--- config.mk ---
export PLATFORM = sky130hd
export DESIGN_NAME = rx_rate_reconfig_seq
export DESIGN_NICKNAME = d
export VERILOG_FILES = /design/src/rtl/rxrc_pkg.sv /design/src/rtl/rxrc_cycle_counter.sv /design/src/rtl/rxrc_setting_track.sv /design/src/rtl/rxrc_req_slot.sv /design/src/rtl/rx_rate_reconfig_seq.sv
export SDC_FILE = /design/constraint.sdc
export NUM_CORES = 1
export LEC_CHECK = 0
export BUFFER_PORTS_ARGS = -buffer_cell sky130_fd_sc_hd__buf_2
export CAP_MARGIN = 25
export CORE_UTILIZATION = 45
export CTS_CLUSTER_DIAMETER = 60
export DETAILED_ROUTE_END_ITERATION = 10
export PLACE_DENSITY_LB_ADDON = 0.2
export RECOVER_POWER = 25
export SETUP_SLACK_MARGIN = 0.4
export SLEW_MARGIN = 30
export SYNTH_ARGS = -nofsm -noshare
export SYNTH_HDL_FRONTEND = slang
export SYNTH_SLANG_ARGS = --single-unit
--- constraint.sdc ---
create_clock -name clk -period 2.1 [get_ports clk]
set_clock_uncertainty 0.1 [all_clocks]
set_input_delay 0.21 -clock clk [delete_from_list [all_inputs] [get_ports clk]]
set_output_delay 0.21 -clock clk [all_outputs]
set_load 0.01 [all_outputs]
--- src/rtl/rxrc_pkg.sv ---
package rxrc_pkg;

    parameter int BAND_W  = 3;
    parameter int DEPTH_W = 2;
    parameter int N_SLOTS = 2;   // slot 0: PLL, slot 1: transceiver

    typedef enum logic [2:0] {
        ST_RST_PRE,
        ST_MEAS_GO,
        ST_MEAS_WAIT,
        ST_CFG,
        ST_RST_POST,
        ST_MON_WAIT
    } rxrc_state_e;

    typedef struct packed {
        logic [BAND_W-1:0]  band;
        logic [DEPTH_W-1:0] depth;
    } rx_cfg_t;

    function automatic logic cfg_differs(rx_cfg_t fresh, rx_cfg_t held, logic held_ok);
        return !held_ok || (fresh.band != held.band) || (fresh.depth != held.depth);
    endfunction

    function automatic logic [N_SLOTS-1:0] slot_select(logic pll_sel, logic xcvr_sel);
        logic [N_SLOTS-1:0] s;
        s = '0;
        if (!pll_sel && !xcvr_sel) begin
            s = '1;
        end else begin
            s[0] = pll_sel;
            s[1] = xcvr_sel;
        end
        return s;
    endfunction

endpackage

--- src/rtl/rxrc_cycle_counter.sv ---
module rxrc_cycle_counter #(
    parameter int LIMIT = 16
) (
    input  logic clk,
    input  logic rst,
    input  logic clr,
    input  logic en,
    output logic last
);
    localparam int W = (LIMIT < 2) ? 1 : $clog2(LIMIT + 1);
    localparam logic [W-1:0] LAST_VAL = W'(LIMIT - 1);

    logic [W-1:0] cnt;

    always_ff @(posedge clk) begin
        if (rst || clr) begin
            cnt <= '0;
        end else if (en && cnt != LAST_VAL) begin
            cnt <= cnt + W'(1);
        end
    end

    assign last = (cnt == LAST_VAL);

    AST_CNT_IN_RANGE: assert property (@(posedge clk) disable iff (rst)
        cnt <= LAST_VAL);
endmodule

--- src/rtl/rxrc_setting_track.sv ---
module rxrc_setting_track
    import rxrc_pkg::*;
(
    input  logic    clk,
    input  logic    rst,
    input  logic    load,
    input  rx_cfg_t meas,
    output rx_cfg_t applied,
    output logic    differ
);
    logic held_ok;

    always_ff @(posedge clk) begin
        if (rst) begin
            held_ok <= 1'b0;
            applied <= '1;
        end else if (load) begin
            held_ok <= 1'b1;
            applied <= meas;
        end
    end

    assign differ = cfg_differs(meas, applied, held_ok);

    AST_LOAD_TAKES: assert property (@(posedge clk) disable iff (rst)
        load |=> (applied == $past(meas)));
endmodule

--- src/rtl/rxrc_req_slot.sv ---
module rxrc_req_slot (
    input  logic clk,
    input  logic rst,
    input  logic set,
    input  logic done,
    output logic req
);
    always_ff @(posedge clk) begin
        if (rst) begin
            req <= 1'b0;
        end else if (set) begin
            req <= 1'b1;
        end else if (req && done) begin
            req <= 1'b0;
        end
    end

    AST_REQ_HOLD: assert property (@(posedge clk) disable iff (rst)
        (req && !done) |=> req);
endmodule

--- src/rtl/rx_rate_reconfig_seq.sv ---
module rx_rate_reconfig_seq
    import rxrc_pkg::*;
#(
    parameter int RST_CYCLES   = 16,
    parameter int MON_INTERVAL = 1 << 20
) (
    input  logic               clk,
    input  logic               rst,
    output logic               rx_pll_rst,
    output logic               rx_xcvr_rst,
    output logic               meas_start,
    input  logic               meas_valid,
    input  logic [BAND_W-1:0]  meas_band,
    input  logic [DEPTH_W-1:0] meas_depth,
    input  logic               meas_pll_sel,
    input  logic               meas_xcvr_sel,
    output logic               pll_cfg_req,
    input  logic               pll_cfg_done,
    output logic               xcvr_cfg_req,
    input  logic               xcvr_cfg_done,
    output logic [BAND_W-1:0]  cfg_band,
    output logic [DEPTH_W-1:0] cfg_depth,
    input  logic               pll_locked,
    input  logic               xcvr_locked,
    input  logic               core_locked
);
    rxrc_state_e state, state_nx;
    logic        monitoring;
    logic        lock_lost;
    logic        rst_last, mon_last;
    logic        differ, load;
    rx_cfg_t     meas_cfg, applied;
    logic [N_SLOTS-1:0] slot_set, slot_done, slot_req;

    assign lock_lost = !(pll_locked && xcvr_locked && core_locked);
    assign meas_cfg  = '{band: meas_band, depth: meas_depth};

    always_comb begin
        state_nx = state;
        unique case (state)
            ST_RST_PRE:   if (rst_last) state_nx = ST_MEAS_GO;
            ST_MEAS_GO:   state_nx = ST_MEAS_WAIT;
            ST_MEAS_WAIT: begin
                if (monitoring && lock_lost) begin
                    state_nx = ST_RST_PRE;
                end else if (meas_valid) begin
                    if (monitoring) state_nx = differ ? ST_RST_PRE : ST_MON_WAIT;
                    else            state_nx = differ ? ST_CFG : ST_RST_POST;
                end
            end
            ST_CFG:       if (slot_req == '0) state_nx = ST_RST_POST;
            ST_RST_POST:  if (rst_last) state_nx = ST_MON_WAIT;
            ST_MON_WAIT: begin
                if (lock_lost)     state_nx = ST_RST_PRE;
                else if (mon_last) state_nx = ST_MEAS_GO;
            end
            default:      state_nx = ST_RST_PRE;
        endcase
    end

    always_ff @(posedge clk) begin
        if (rst) begin
            state      <= ST_RST_PRE;
            monitoring <= 1'b0;
        end else begin
            state <= state_nx;
            if (state == ST_MON_WAIT && state_nx == ST_MEAS_GO) begin
                monitoring <= 1'b1;
            end else if (state_nx == ST_RST_PRE || (state == ST_MEAS_WAIT && state_nx != ST_MEAS_WAIT)) begin
                monitoring <= 1'b0;
            end
        end
    end

    rxrc_cycle_counter #(.LIMIT(RST_CYCLES)) i_rst_cnt (
        .clk (clk),
        .rst (rst),
        .clr (state_nx != state),
        .en  (state == ST_RST_PRE || state == ST_RST_POST),
        .last(rst_last)
    );

    rxrc_cycle_counter #(.LIMIT(MON_INTERVAL)) i_mon_cnt (
        .clk (clk),
        .rst (rst),
        .clr (state_nx != state),
        .en  (state == ST_MON_WAIT),
        .last(mon_last)
    );

    assign load = (state == ST_MEAS_WAIT) && meas_valid && !monitoring && differ;

    rxrc_setting_track i_track (
        .clk    (clk),
        .rst    (rst),
        .load   (load),
        .meas   (meas_cfg),
        .applied(applied),
        .differ (differ)
    );

    assign slot_set  = load ? slot_select(meas_pll_sel, meas_xcvr_sel) : '0;
    assign slot_done = {xcvr_cfg_done, pll_cfg_done};

    for (genvar g = 0; g < N_SLOTS; g++) begin : g_slot
        rxrc_req_slot i_slot (
            .clk (clk),
            .rst (rst),
            .set (slot_set[g]),
            .done(slot_done[g]),
            .req (slot_req[g])
        );
    end

    assign pll_cfg_req  = slot_req[0];
    assign xcvr_cfg_req = slot_req[1];
    assign rx_pll_rst   = (state == ST_RST_PRE) || (state == ST_RST_POST);
    assign rx_xcvr_rst  = rx_pll_rst;
    assign meas_start   = (state == ST_MEAS_GO);
    assign cfg_band     = applied.band;
    assign cfg_depth    = applied.depth;

    AST_START_PULSE: assert property (@(posedge clk) disable iff (rst)
        meas_start |=> !meas_start);
    AST_REQ_NOT_IN_RESET: assert property (@(posedge clk) disable iff (rst)
        (pll_cfg_req || xcvr_cfg_req) |-> (!rx_pll_rst && !meas_start));
    AST_CFG_STABLE: assert property (@(posedge clk) disable iff (rst)
        ((pll_cfg_req || xcvr_cfg_req) && $past(pll_cfg_req || xcvr_cfg_req))
        |-> ($stable(cfg_band) && $stable(cfg_depth)));
    AST_LOCK_IGNORED_IN_CFG: assert property (@(posedge clk) disable iff (rst)
        (pll_cfg_req || xcvr_cfg_req) |=> !meas_start);
endmodule

==> impl_metrics.tcl, run 1 <==
set metrics [dict create \
    intPower_uw 1280 \
    hold_violations 0 \
    r2r_start "i_track.applied[3]" \
    layout_commonest_cell "dfxtp_1" \
    drt_iter0_markers 142 \
    ys_ff_latch 38 \
    yosysUniqueCellTypes 48 \
    crit_fanout 10 \
    postPlaceCellArea_um2 2560 \
    postSynthCellCount 236 \
    status "complete, but fails checks" \
    switchingPower_uw 321 \
    fill_cells 378 \
    switching_share_pct 20.0 \
    rsz0062_at_grt "yes" \
    setup_viol 35 \
    worst_r2r_path_depth 12 \
    track_usage_pct 20.9 \
    first_pass_iters 4 \
    clkPwrFrac_pct 48.3 \
    yosysWarnings 0 \
    setup_slack_ns -0.257 \
    syn_to_final_growth_pct 36.7 \
    worstSetupStartpoint "i_track.applied[3]" \
    period_minus_slack_ns 2.36 \
    syn_area_per_cell_um2 9.29 \
    pwr-share-seq_pct 45.5 \
    gp_congestion 0.890 \
    dpl.hpwl_mm 3.39 \
    slowest_delay_ns 0.34 \
    synth_edf_count 0 \
    powerDensity_nw_per_um2 534 \
    yosysTopAreaCell "dfxtp_1" \
    leakagePower_uw 0.00108 \
    ys_seq_area_share_pct 34.7 \
    detail_route.vias_per_cell 5.51 \
    cts_tree "done" \
    drt_wl_total_mm 5.17 \
    cts_max_path_buffers 2 \
    io_pins 25 \
    cts_made_buffers 5 \
    hold_ws_ns 0.0819 \
    violations "setup timing" \
    critPathKind "reg -> reg" \
    worstPathRequired_ns 2.19 \
    ctsHtreeMaxLevel 2 \
    antenna_left 0 \
    r2r_end "i_mon_cnt.cnt[9]" \
    slew_viol_final 0 \
    regToRegSetupSlack_ns -0.26 \
    comb_power_share_pct 6.2 \
    utilization_pct 63.9 \
    layout-drive-gt1-share_pct 45.6 \
    ir_drop_uv 306 \
    grt-ovfl-total 0 \
    crit_path_end_kind "register" \
    syn-num-nets 257 \
    final_area_um2 3000 \
    yosys-top-cells-area "dfxtp_1 35%, xnor2_1 8.0%, nor2_2 5.7%" \
    final_nets 318 \
    worst_pin_slew_ns 0.587 \
    cts_sinks 38 \
    remaining_drc_errors 0 \
    start_util_pct 46.7 \
    crit_arrival_ns 2.44 \
    yosys.area.top_type_share_pct 34.7 \
    cp-start-kind "register" \
    endpoint "i_mon_cnt.cnt[9]" \
    cp_slowest_cell "dfxtp_2" \
    num_vias 1938 \
    path_common_cell "o2111ai_4" \
    grt_pass1_vias 1777 \
    async_reset_ff_share_pct 0 \
    ys.flop_type "dfxtp_1" \
    slew_headroom_pct 60.5 \
    antenna_found_initial 0 \
    fin_crit_sh_pct 112 \
    cp_cell_sequence "xor2_2 -> nor4_2 -> and3_4 -> inv_1 -> ha_2 -> nand2b_4 -> o2111ai_4 -> nand3_2 -> o2111ai_4 -> buf_6 -> buf_12 -> nor2_2" \
    hold_class "in -> reg" \
    max_cap_viol_count 0 \
    root_buffer "clkbuf_8" \
    wire_per_inst_um 14.7 \
    layout_common_cells "34 x dfxtp_1, 30 x buf_4, 21 x buf_2" \
    portBuffers 24 \
    die-width_um 71.8 \
    total_power_uw 1600 \
    grt_pass1_wl_mm 8.47 \
    num_rows 25 \
    fmax_mhz 424 \
    syn_area_um2 2190 \
    antenna_cells 0 \
    clkLatencyLatePin_ns 0.29 \
    die_h_um 71.8 \
    grt_max_degree 13 \
    hold_buffers 0 \
    core_um2 4690 \
    dieArea_um2 5160 \
    clkTransAtPathRegs_ns 0.08 \
]
worst min path at each step:
stage,from,end,slack [ns],cells after the start
after global placement,meas_band[0],i_track.applied[2],0.34,3
after detailed placement,meas_band[0],i_track.applied[2],0.35,3
after global routing,meas_band[1],i_track.applied[3],0.08,3
final,meas_depth[1],i_track.applied[1],0.08,3
after CTS,meas_band[0],i_track.applied[2],0.05,3
after floorplan,meas_depth[0],i_track.applied[0],0.24,2
cell type report:
class	count	area [um^2]	share of cell area, %
clock inverter	2	60.1	2.00
sequential	38	766	25.5
multi-input combinational	173	1480	49.3
timing repair buffer	67	497	16.6
clock buffer	6	82.6	2.75
tap	54	67.6	2.25
inverter	12	47.5	1.59
power by group through the flow:
| stage | registers (uW) | clock network [uW] | logic (uW) |
|---|---|---|---|
| 6_report | 729 | 774 | 98.8 |
| 5_1_grt | 730 | 818 | 106 |
| 4_1_cts | 729 | 790 | 85.1 |
| 3_5_place_dp | 746 | 0 | 71.2 |
| 3_3_place_gp | 746 | 0 | 70.7 |
| 2_1_floorplan | 746 | 0 | 42.6 |
layer usage:
layer  vias up  global-route usage, %  share of wire (%)  wire length (um)
met5         -                      0                  0                 0
met4         0                   5.66                1.7                87
met1       921                   30.1                 48              2500
met2        41                   31.4                 46              2370
li1        966                      -                  -                 -
met3        10                   4.36                3.9               200
kinds of logic after synthesis:
family,synth area share [%]
XOR/XNOR,10.4
AO/OA/AOI/OAI,18.1
AND/OR/NAND/NOR,22.6
multiplexers,3.65
flip-flops,34.7
adder cells (fa/ha/maj),3.42
buffers and inverters,7.13
worst max-delay path: cells and delay by family (launching register included):
family / cells / cell delay [ns]
fa+ha+maj: 1 / 0.16
flops: 1 / 0.34
compound gates: 2 / 0.19
buf+inv: 3 / 0.37
xor+xnor: 1 / 0.17
simple gates: 5 / 0.92
stage by stage:
stage                     setup TNS [ns]  setup slack, ns  instances
after CTS                          -4.21           -0.170        349
after global placement             -4.13           -0.200        331
after detailed placement           -5.44           -0.268        331
after floorplan                   -0.310          -0.0170        236
final                              -7.47           -0.257        352
after global routing               -9.74           -0.316        352
cell usage after synthesis, types with 4 or more instances:
cell,n
nand3_1,9
nor2_1,10
nand2_1,14
nand2b_1,5
xnor2_1,20
nor3_1,4
buf_6,4
xor2_1,6
and3_1,6
mux2i_1,8
a2111oi_2,5
a211oi_1,9
nor2_2,20
nand4_1,5
inv_1,11
dfxtp_1,38
a21oi_1,10
ha_1,6
buf_2,5
sequential cells by signal, summed over array words and instances (netlist names):
signal             cells
i_track.held_ok        1
i_rst_cnt.cnt          5
g_slot.i_slot.req      2
i_mon_cnt.cnt         21
monitoring             1
state                  3
i_track.applied        5
timing repair:
item,CTS,global route
gates resized for setup,17,28
gates cloned,0,1
pin swaps,4,14
setup buffers,10,2
setup endpoints to repair,39,41
Note: power is estimated with default switching activity, not from simulation.
==> inputs of run 2 (changes only) <==
Settings changed: CTS_BUF_LIST from default to sky130_fd_sc_hd__clkbuf_8, SKIP_LAST_GASP from default to 1.
==> impl_metrics.tcl, run 2 (synthesis results as in run 1) <==
set metrics [dict create \
    cp-start-kind "register" \
    antenna_left 0 \
    worst_r2r_path_depth 12 \
    violations "setup timing" \
    crit_path_end_kind "register" \
    top_register "i_mon_cnt.cnt" \
    layout_commonest_cell "dfxtp_1" \
    setup_viol 35 \
    final_nets 318 \
    worstPathRequired_ns 2.19 \
    antenna_cells 0 \
    postPlaceCellArea_um2 2560 \
    num_vias 1944 \
    ir_drop_uv 306 \
    remaining_drc_errors 0 \
    io_pins 25 \
    cts_sinks 38 \
    drt_wl_total_mm 5.25 \
    dieArea_um2 5160 \
    crit_fanout 10 \
    grt-ovfl-total 0 \
    largest_reg_flops 21 \
    critPathBufInv 3 \
    track_usage_pct 20.9 \
    cts_max_path_buffers 2 \
    layout-drive-gt1-share_pct 45.6 \
    detail_route.vias_per_cell 5.52 \
    antenna_found_initial 0 \
    hold_ws_ns 0.0784 \
    hold_violations 0 \
    fmax_mhz 427 \
    grt_max_degree 13 \
    gp_congestion 0.890 \
    die_h_um 71.8 \
    dpl.hpwl_mm 3.39 \
    endpoint "i_mon_cnt.cnt[9]" \
    crit_arrival_ns 2.43 \
    r2r_end "i_mon_cnt.cnt[9]" \
    reg_top3 "i_mon_cnt.cnt (21), i_rst_cnt.cnt (5), i_track.applied (5)" \
    cp_slowest_cell "dfxtp_2" \
    slowest_delay_ns 0.34 \
    final_area_um2 2990 \
    grt_pass1_wl_mm 8.47 \
    setup_tns_ns -7.06 \
    die-width_um 71.8 \
    cp_cell_sequence "xor2_2 -> nor4_2 -> and3_4 -> inv_1 -> ha_2 -> nand2b_4 -> o2111ai_4 -> nand3_2 -> o2111ai_4 -> buf_6 -> buf_12 -> nor2_2" \
    root_buffer "clkbuf_8" \
    slew_headroom_pct 60.2 \
    cts_tree "done" \
    fin_crit_sh_pct 112 \
    leakagePower_uw 0.00108 \
    core_um2 4690 \
    utilization_pct 63.7 \
    clkTransAtPathRegs_ns 0.08 \
    start_util_pct 46.7 \
    ctsHtreeMaxLevel 2 \
    worst-path-stages 12 \
    worst_pin_slew_ns 0.591 \
    hold_buffers 0 \
    grt_pass1_vias 1777 \
    first_pass_iters 6 \
    regToRegSetupSlack_ns -0.24 \
    status "complete, but fails checks" \
    path_common_cell "o2111ai_4" \
    powerDensity_nw_per_um2 537 \
    clkLatencyLatePin_ns 0.29 \
    portBuffers 24 \
    setup_slack_ns -0.244 \
    critPathKind "reg -> reg" \
    layout_common_cells "34 x dfxtp_1, 31 x buf_4, 21 x nor2_2, 21 x buf_2, 20 x xnor2_1" \
    rsz0062_at_grt "yes" \
    period_minus_slack_ns 2.34 \
    num_rows 25 \
    crit_family "simple AND/OR/NAND/NOR gates" \
    syn_to_final_growth_pct 36.3 \
    dp_slack_ns -0.268 \
    hold_class "in -> reg" \
    wire_per_inst_um 14.9 \
    max_cap_viol_count 0 \
    worstSetupStartpoint "i_track.applied[3]" \
    slew_viol_final 0 \
    drt_iter0_markers 125 \
    cts_made_buffers 5 \
    r2r_start "i_track.applied[3]" \
]
[run 2: cell counts in the layout (fill, tap and decap cells not counted)]
No cell type changed its count.
[run 2: where the power goes]
group          internal, uW  switching, uW  total (uW)
logic                  48.7           50.2        98.9
registers               725           3.86         729
clock network           507            270         777
[run 2: timing repair]
item,4_1_cts,5_1_grt
setup buffers,10,2
pin swaps,4,14
endpoints found under the setup margin,39,41
gates cloned,0,1
resized for setup,14,29
[run 2: area by class of cell]
type / instances / area (um^2)
repair buffers: 67 / 493
clock inverters: 2 / 60.1
fillers: 378 / 1700
inverters: 12 / 47.5
well taps: 54 / 67.6
flip-flops and latches: 38 / 766
multi-input cells: 173 / 1470
clock buffers: 6 / 82.6
[run 2: worst min path at each step]
stage | slack [ns] | to | cells after the start | startpoint
2_1_floorplan | 0.24 | i_track.applied[0] | 2 | meas_depth[0]
5_1_grt | 0.08 | i_track.applied[3] | 3 | meas_band[1]
3_5_place_dp | 0.35 | i_track.applied[2] | 3 | meas_band[0]
6_report | 0.08 | i_track.applied[3] | 3 | meas_band[1]
4_1_cts | 0.05 | i_track.applied[2] | 3 | meas_band[0]
3_3_place_gp | 0.34 | i_track.applied[2] | 3 | meas_band[0]
[run 2: per-layer routing]
metal / up-vias / global-route usage [%] / part of all wire [%]
li1: 964 / - / -
met1: 929 / 30.1 / 49
met2: 45 / 31.4 / 46
met3: 6 / 4.36 / 3.9
met4: 0 / 5.66 / 0.80
met5: - / 0 / 0
[run 2: worst min-delay path, delay by kind of cell]
kind	cells	cell delay, ns
mux	1	0.07
simple gates	1	0.06
buf+inv	1	0.11
[run 2: metrics by stage]
stage	power (uW)	cells
2_1_floorplan	788	236
3_3_place_gp	817	331
3_5_place_dp	817	331
4_1_cts	1600	349
5_1_grt	1650	352
6_report	1600	352
